`src/rtl/ipi_match_pkg.sv`:
```
package ipi_match_pkg;
  typedef enum logic [1:0] {
    SH_NONE   = 2'd0,
    SH_SELF   = 2'd1,
    SH_ALL    = 2'd2,
    SH_OTHERS = 2'd3
  } shorthand_e;

  localparam int unsigned CMP_W = 8;   // compatible-mode ID width
  localparam int unsigned LID_W = 8;   // logical ID byte
endpackage

```
`src/rtl/ipi_phys_match.sv`:
```
module ipi_phys_match
  import ipi_match_pkg::*;
#(
  parameter int unsigned ID_W = 32
) (
  input  logic [ID_W-1:0] dest_i,
  input  logic [ID_W-1:0] own_id_i,
  input  logic            ext_mode_i,
  output logic            hit_o
);
  logic cmp_eq, ext_eq, cmp_bc, ext_bc;

  assign cmp_eq = (dest_i[CMP_W-1:0] == own_id_i[CMP_W-1:0]);
  assign ext_eq = (dest_i == own_id_i);
  assign cmp_bc = &dest_i[CMP_W-1:0];
  assign ext_bc = &dest_i;

  assign hit_o = ext_mode_i ? (ext_eq | ext_bc) : (cmp_eq | cmp_bc);
endmodule

```
`src/rtl/ipi_logic_match.sv`:
```
module ipi_logic_match
  import ipi_match_pkg::*;
(
  input  logic [LID_W-1:0] dest_i,
  input  logic [LID_W-1:0] lid_i,
  input  logic             cluster_i,
  output logic             hit_o
);
  localparam int unsigned HALF = LID_W / 2;

  logic             bcast, flat_hit, cl_hit;
  logic [HALF-1:0]  member_and;

  assign bcast    = &dest_i;
  assign flat_hit = |(dest_i & lid_i);

  for (genvar b = 0; b < HALF; b++) begin : g_member
    assign member_and[b] = dest_i[b] & lid_i[b];
  end

  assign cl_hit = (dest_i[LID_W-1:HALF] == lid_i[LID_W-1:HALF]) & (|member_and);

  assign hit_o = bcast | (cluster_i ? cl_hit : flat_hit);
endmodule

```
`src/rtl/ipi_core_slice.sv`:
```
module ipi_core_slice
  import ipi_match_pkg::*;
#(
  parameter int unsigned ID_W = 32
) (
  input  logic [ID_W-1:0]  dest_i,
  input  logic             logical_i,
  input  shorthand_e       shorthand_i,
  input  logic             is_sender_i,
  input  logic             ext_mode_i,
  input  logic [ID_W-1:0]  own_id_i,
  input  logic [LID_W-1:0] lid_i,
  input  logic             cluster_i,
  output logic             hit_o
);
  logic phys_hit, log_hit;

  ipi_phys_match #(.ID_W(ID_W)) u_phys (
    .dest_i    (dest_i),
    .own_id_i  (own_id_i),
    .ext_mode_i(ext_mode_i),
    .hit_o     (phys_hit)
  );

  ipi_logic_match u_log (
    .dest_i   (dest_i[LID_W-1:0]),
    .lid_i    (lid_i),
    .cluster_i(cluster_i),
    .hit_o    (log_hit)
  );

  always_comb begin
    unique case (shorthand_i)
      SH_SELF:   hit_o = is_sender_i;
      SH_ALL:    hit_o = 1'b1;
      SH_OTHERS: hit_o = ~is_sender_i;
      default:   hit_o = logical_i ? log_hit : phys_hit;
    endcase
  end
endmodule

```
`src/rtl/ipi_dest_match.sv`:
```
module ipi_dest_match
  import ipi_match_pkg::*;
#(
  parameter int unsigned NUM_CORES = 4,
  parameter int unsigned ID_W      = 32,
  parameter int unsigned VEC_W     = 8
) (
  input  logic                       clk_i,
  input  logic                       rst_ni,
  input  logic                       req_valid_i,
  input  logic [ID_W-1:0]            dest_i,
  input  logic                       logical_i,
  input  logic [1:0]                 shorthand_i,
  input  logic [VEC_W-1:0]           vector_i,
  input  logic [NUM_CORES-1:0]       sender_i,
  input  logic                       ext_mode_i,
  input  logic [NUM_CORES*ID_W-1:0]  phys_id_i,
  input  logic [NUM_CORES*LID_W-1:0] lid_i,
  input  logic [NUM_CORES-1:0]       cluster_i,
  output logic                       valid_o,
  output logic [NUM_CORES-1:0]       accept_o,
  output logic [VEC_W-1:0]           vector_o
);
  shorthand_e           sh;
  logic [NUM_CORES-1:0] hit;
  logic                 valid_q;
  logic [NUM_CORES-1:0] acc_q;
  logic [VEC_W-1:0]     vec_q;

  assign sh = shorthand_e'(shorthand_i);

  for (genvar c = 0; c < NUM_CORES; c++) begin : g_core
    ipi_core_slice #(.ID_W(ID_W)) u_slice (
      .dest_i     (dest_i),
      .logical_i  (logical_i),
      .shorthand_i(sh),
      .is_sender_i(sender_i[c]),
      .ext_mode_i (ext_mode_i),
      .own_id_i   (phys_id_i[c*ID_W +: ID_W]),
      .lid_i      (lid_i[c*LID_W +: LID_W]),
      .cluster_i  (cluster_i[c]),
      .hit_o      (hit[c])
    );
  end

  always_ff @(posedge clk_i or negedge rst_ni) begin
    if (!rst_ni) begin
      valid_q <= 1'b0;
      acc_q   <= '0;
      vec_q   <= '0;
    end else begin
      valid_q <= req_valid_i;
      acc_q   <= req_valid_i ? hit : '0;
      if (req_valid_i) vec_q <= vector_i;
    end
  end

  assign valid_o  = valid_q;
  assign accept_o = acc_q;
  assign vector_o = vec_q;

  p_idle_quiet_r1: assert property (@(posedge clk_i) disable iff (!rst_ni)
    !req_valid_i |=> (!valid_o && accept_o == '0));
  p_vec_capture_r1: assert property (@(posedge clk_i) disable iff (!rst_ni)
    req_valid_i |=> (valid_o && vector_o == $past(vector_i)));
  p_vec_hold_r1: assert property (@(posedge clk_i) disable iff (!rst_ni)
    !req_valid_i |=> $stable(vector_o));
  p_self_only_r3: assert property (@(posedge clk_i) disable iff (!rst_ni)
    (req_valid_i && shorthand_i == 2'd1) |=> accept_o == $past(sender_i));
  p_all_incl_r4: assert property (@(posedge clk_i) disable iff (!rst_ni)
    (req_valid_i && shorthand_i == 2'd2) |=> &accept_o);
  p_all_excl_r5: assert property (@(posedge clk_i) disable iff (!rst_ni)
    (req_valid_i && shorthand_i == 2'd3) |=> accept_o == ~$past(sender_i));
  p_cmp_bcast_r7: assert property (@(posedge clk_i) disable iff (!rst_ni)
    (req_valid_i && shorthand_i == 2'd0 && !logical_i && !ext_mode_i &&
     &dest_i[CMP_W-1:0]) |=> &accept_o);
  p_ext_bcast_r8: assert property (@(posedge clk_i) disable iff (!rst_ni)
    (req_valid_i && shorthand_i == 2'd0 && !logical_i && ext_mode_i && &dest_i)
    |=> &accept_o);
  p_log_bcast_r11: assert property (@(posedge clk_i) disable iff (!rst_ni)
    (req_valid_i && shorthand_i == 2'd0 && logical_i && &dest_i[LID_W-1:0])
    |=> &accept_o);
endmodule

```
`config.mk`:
```
export PLATFORM = sky130hd
export DESIGN_NAME = ipi_dest_match
export DESIGN_NICKNAME = d
export VERILOG_FILES = /design/src/rtl/ipi_match_pkg.sv /design/src/rtl/ipi_phys_match.sv /design/src/rtl/ipi_logic_match.sv /design/src/rtl/ipi_core_slice.sv /design/src/rtl/ipi_dest_match.sv
export SDC_FILE = /design/constraint.sdc
export NUM_CORES = 1
export LEC_CHECK = 0
export BUFFER_PORTS_ARGS = -buffer_cell sky130_fd_sc_hd__buf_4
export CAP_MARGIN = 20
export CORE_AREA = 2 2 89 91
export CTS_BUF_LIST = sky130_fd_sc_hd__clkbuf_4 sky130_fd_sc_hd__clkbuf_8
export CTS_CLUSTER_DIAMETER = 40
export CTS_CLUSTER_SIZE = 30
export DETAILED_ROUTE_END_ITERATION = 8
export DIE_AREA = 0 0 91 93
export HOLD_SLACK_MARGIN = 0.02
export MAX_ROUTING_LAYER = met4
export PLACE_DENSITY = 0.83
export SLEW_MARGIN = 15
export SYNTH_ARGS = -nofsm -noshare
export SYNTH_HDL_FRONTEND = slang
export SYNTH_HIERARCHICAL = 1
export SYNTH_SLANG_ARGS = --single-unit
```
`constraint.sdc`:
```
create_clock -name clk_i -period 1 [get_ports clk_i]
set_input_delay 0.05 -clock clk_i [delete_from_list [all_inputs] [get_ports clk_i]]
set_output_delay 0.05 -clock clk_i [all_outputs]
set_load 0.1 [all_outputs]
```
======== After elaboration in Yosys (flattened, before gate mapping) ========
Cells that the tools add are included.
cells by class
  multiplexer cells ....................... 17
  bitwise logic cells ..................... 40
  equality and inequality tests ........... 15
  reduce and logical (&&, ||, !) cells .... 10
operators by type and width
  cell                count
  $eq 32x32->1        4
  $and 8x8->8         4
  $eq 8x8->1          4
  $reduce_and 32->1   1
  $reduce_or 8->1     4
  $and 1x1->1         20
  $eq 4x4->1          4
  $reduce_or 4->1     4
  $mux 1              12
  $or 1x1->1          12
  $pmux 1 s3          4
  $reduce_and 8->1    1
  $eq 2x2->1 const B  2
  $mux 4              1
  $not 1->1           4
  $eq 2x1->1 const B  1
word-level totals
  logic and storage cells ................. 85
  bits of input ports ..................... 215
  register bits ........................... 13
  output and inout bits ................... 13

======== Longest topological paths before layout ========
  depth in word-level cells ............... 8
  depth in mapped cells ................... 8
  depth with buffers taken out ............ 8

======== Hierarchy ========
The synthesis kept the hierarchy.
modules (own cells, without submodules)
  module           area an instance (µm²)  cells each  sequential area each (µm²)  instances
  ipi_phys_match   432.9                   58          0.0                         4
  ipi_dest_match   479.2                   26          325.3                       1
  ipi_logic_match  116.4                   12          0.0                         4
  ipi_core_slice   35.0                    4           0.0                         4

======== Worst setup path before layout ========
No wires, ideal clock.
  path kind ............................... reg2reg
  from .................................... register, netlist name vector_o[1]
  to ...................................... register vec_q[1], in the netlist vector_o[1]
  path slack .............................. -0.258 ns
  data arrival time ....................... 1.132 ns
  library setup time ...................... 0.126 ns
  data required time ...................... 0.874 ns
  cell stages (with the launch flop) ...... 2
  buffers on the path ..................... 0
  period minus slack after synthesis ...... 1.258 ns
  cells stage by stage .................... dfrtp_1 > mux2_4
RTL lines
  what                  RTL line              RTL
  end signal, assigned  ipi_dest_match.sv:54  if (req_valid_i) vec_q <= vector_i;
  end, declared         ipi_dest_match.sv:28  logic [VEC_W-1:0] vec_q;

======== Worst setup path in the final report ========
  from .................................... input port dest_i[18]
  to ...................................... register acc_q[0], in the netlist accept_o[0]
on the way
  word-level cells in the longest chain between the ends .. 6
  elaborated cells on any way between the ends .. 7
  classes of those cells .................. eq/ne (1); mux (4); bitwise (1); reduce/logical (1)
ends and longest elaborated chain
  what                                                      RTL line                                    RTL
  start, declared                                           ipi_dest_match.sv:11                        input logic [ID_W-1:0] dest_i,
  $eq 32x32->1 / $reduce_and 32->1 (equally long branches)  ipi_phys_match.sv:14, ipi_phys_match.sv:16
  $or 1x1->1 (*)                                            ipi_phys_match.sv:18                        assign hit_o = ext_mode_i ? (ext_eq | ext_bc) : (cmp_eq | cmp_bc);
  $mux 1 (*)                                                ipi_phys_match.sv:18
  net g_core[0].u_slice.phys_hit                            ipi_core_slice.sv:16                        logic phys_hit, log_hit;
  $mux 1 (*)                                                ipi_core_slice.sv:37                        default: hit_o = logical_i ? log_hit : phys_hit;
  $pmux 1 s3 (*)                                            ipi_core_slice.sv:33                        unique case (shorthand_i)
  net hit[0]                                                ipi_dest_match.sv:25                        logic [NUM_CORES-1:0] hit;
  $mux 4 (*)                                                ipi_dest_match.sv:53                        acc_q <= req_valid_i ? hit : '0;
  end signal, assigned                                      ipi_dest_match.sv:53
  end, declared                                             ipi_dest_match.sv:27                        logic [NUM_CORES-1:0] acc_q;
Mark *: on every way through the listed nets, which the timed path passes. The rest lies on a longest branch.
A chain may end at the register's enable or synchronous reset.

==> Implementation_results.wiki <==
{| class="wikitable"
! Metric !! Value
|-
| Run status || complete, but fails checks
|-
| Failing checks || negative setup slack
|-
| Compound-cell area share of the yosys netlist || 10.5%
|-
| Setup repair after global routing missed its margin || yes
|-
| Number of different library cells in the post-synthesis netlist || 23
|-
| Wirelength per Cell || 18.5 um
|-
| Max stage delay cell, worst path || sky130_fd_sc_hd__nor4_4
|-
| Final setup margin || -0.442 ns
|-
| Most frequent CP cell || sky130_fd_sc_hd__a22oi_2
|-
| Utilization after layout || 73.7%
|-
| Most common library cell in the layout ignoring fill and taps || sky130_fd_sc_hd__buf_4
|-
| Clk pin slew, worst setup/hold paths || 0.06 ns
|-
| Cell-by-cell trace of the critical path || buf_4 > xnor2_2 > nand4_1 > nor4_4 > nand3_1 > a22oi_2 > mux2i_1 > a22oi_2 > and2_2
|-
| Vias in the first global route || 4081
|-
| Bufs on Longest Clock Path || 2
|-
| Most frequent cells in the layout || sky130_fd_sc_hd__buf_4 (236), sky130_fd_sc_hd__xor2_1 (64), sky130_fd_sc_hd__nand4_1 (56), sky130_fd_sc_hd__xnor2_1 (45), sky130_fd_sc_hd__xnor2_2 (22)
|-
| HPWL after detailed placement || 10100 um
|-
| Final period util || 144%
|-
| Crit path max fanout || 5
|-
| Final setup vio count || 4
|-
| Data required, critical path || 1.20 ns
|-
| Via count of the routed design || 3787
|-
| Min Tclk post-route || 1.44 ns
|-
| R2r setup slk || 0.13 ns
|-
| Synthesis-to-layout area growth || 96.9%
|-
| Iteration-0 DRC Markers || 103
|-
| Worst hold margin || 0.0239 ns
|-
| Number of nets at the end of the flow || 824
|-
| H-tree level count || 1
|-
| P_leak || 2.49 nW
|-
| Pins over their slew limit || 0
|-
| Initial standard-cell utilization of the core || 37.4%
|-
| Post-detailed-route count of antenna-violating nets || 0
|-
| Aggregate global routing overflow || 0
|-
| Total GRT Usage || 28.9%
|-
| Pwr/cell area || 680 mW/mm2
|-
| Clock tree skew after final layout || 0 ns
|-
| Number of top-level pins || 228
|-
| Transition time at the pin with the least slew margin || 0.377 ns
|-
| Input/output buffers || 227
|-
| Post-Syn Instances || 322
|-
| Die Ht || 93 um
|-
| Global-route wire length before repair || 19100 um
|-
| Peak supply drop || 0.447 mV
|-
| Antenna violations before repair || 0
|-
| Clock latency on the worst-skew pair || 0.25 ns
|-
| Share of final-layout standard cells stronger than drive strength 1 || 57.6%
|-
| Data arrival time of the critical path || 1.64 ns
|-
| Number of iterations in the first detailed-routing pass || 4
|-
| Arithmetic-cell share of the synthesized area counting full adders, half adders and majority gates || 7.11%
|-
| Number of antenna repair diodes || 0
|-
| Number of buffers inserted during clock tree synthesis || 3
|-
| Synthesized net count || 553
|-
| Simple-gate portion of the synthesized area || 23.5%
|-
| DIE WIDTH || 91 um
|-
| Floorplan Core Area || 0.00753 mm2
|-
| Final Hold Vio Count || 0
|-
| DRC violations left || 0
|-
| Kind of capture point of the worst setup path || flip-flop
|-
| Post-synthesis instance area || 0.00282 mm2
|-
| Power consumption || 3.77 mW
|-
| Warnings, synthesis || 6
|-
| Total number of placement rows || 32
|-
| Root cell of the clock tree || sky130_fd_sc_hd__clkbuf_8
|-
| Normalized max-slew margin || 74.6%
|-
| Mean Syn Cell Area || 8.75 um2
|-
| Post-synthesis share of cell area spent on xor and xnor gates || 41.0%
|-
| Number of storage elements in the synthesis netlist || 13
|-
| Final RePlAce weighted congestion || 0.911
|-
| Largest net degree at the start of global routing || 17
|-
| Placed cell count || 685
|-
| TritonCTS clock tree || built
|-
| Multiplexer share of the synthesized area || 5.42%
|-
| Setup crit start kind || primary input
|-
| Portion of the post-synthesis area used by sequential elements || 11.6%
|-
| Max incr delay on CP || 0.36 ns
|-
| Avg Vias per Cell || 5.46
|-
| Filler Cell Count || 520
|-
| Number of sinks handled by clock tree synthesis || 13
|-
| Class of the tightest hold or removal check || in -> reg
|-
| Final instance count without filler cells || 694
|-
| Critical path class || in -> reg
|-
| Max Freq || 693 MHz
|-
| Die Footprint || 0.00846 mm2
|-
| Dominant combinational cell family by area after synthesis || XOR/XNOR gates
|-
| Max_cap viols || 0
|-
| Post-Route WL || 12800 um
|}
## worst max-delay path: cells and delay by family
kind / cells / cell delay, ns
mux: 1 / 0.11
buf+inv: 1 / 0.15
compound gates: 2 / 0.36
xor+xnor: 1 / 0.14
simple gates: 4 / 0.84
## power breakdown
group	internal, mW	leakage, nW	switching (mW)
clock network	0.310	0.0262	0.218
logic	1.34	2.32	1.28
registers	0.593	0.148	0.0309
## timing repair
item / CTS / global route
pin swaps: 19 / 21
buffers inserted: 0 / 4
hold buffers: 1 / 0
hold endpoints to repair: 13 / 0
resized for setup: 51 / 21
setup endpoints to repair: 11 / 4
## path summary, 6_finish.rpt
kind | to | start | cells after the start
setup / recovery | accept_o[0] | dest_i[18] | 9
hold / removal | vector_o[5] | vector_i[5] | 2
setup reg to reg | vector_o[0] | vector_o[0] | 1
hold reg to reg | vector_o[1] | vector_o[1] | 1
max in group asynchronous | vector_o[7] | rst_ni | 2
min in group asynchronous | vector_o[3] | rst_ni | 2
## cells in the mapped netlist (all sizes together)
cell type  instances  area (um2)
buf                1        11.3
nand3              4        20.0
o221ai             4        35.0
inv                4        15.0
and2               4        30.0
a22oi              8        80.1
ha                16         200
mux2               8         113
xor2              64         561
a22o               8        70.1
dfrtp             13         325
nor2              12        45.0
nand4             56         350
o21ai              4        20.0
nand2b             4        25.0
mux2i              4        40.0
nand2              4        15.0
o41ai              4        65.1
a31oi              4        25.0
xnor2             68         596
nor4              28         175
## flip-flops by register name (all words and copies together) (netlist names)
register,flops
vector_o,8
accept_o,4
valid_o,1
## routing by layer
| layer | global-route usage (%) | part of all wire, % |
|---|---|---|
| met1 | 29.5 | 37 |
| met2 | 55.4 | 54 |
| met3 | 4.59 | 6.2 |
| met4 | 10.9 | 3.4 |
| met5 | - | 0 |
## metrics by stage
step	instance area (um2)	TNS (ns)	worst slack (ns)
global route	5550	-2.09	-0.575
finish	5550	-1.76	-0.442
global placement	5050	-2.90	-0.782
floorplan	2890	-1.17	-0.243
detailed placement	5050	-2.99	-0.794
CTS	5390	-1.49	-0.399
## cell families (layout without fill, tap and decap cells)
kind of cell	Yosys count	in the layout
and+or+nand+nor	112	112
AOI/OAI and AO/OA	32	32
xor gates and xnor gates	132	132
muxes	12	12
adders and majority gates	16	16
DFF	13	13
buffers and inverters	5	275
## area by class of cell
type | instances | area [um2] | share of cell area [%]
Timing Repair Buffer | 267 | 2200 | 39.7
Multi-Input combinational cell | 304 | 2800 | 50.5
Sequential cell | 13 | 353 | 6.36
Inverter | 4 | 15.0 | 0.271
Tap cell | 102 | 128 | 2.30
Clock buffer | 4 | 48.8 | 0.880
Power figures use the tool's default switching activity.
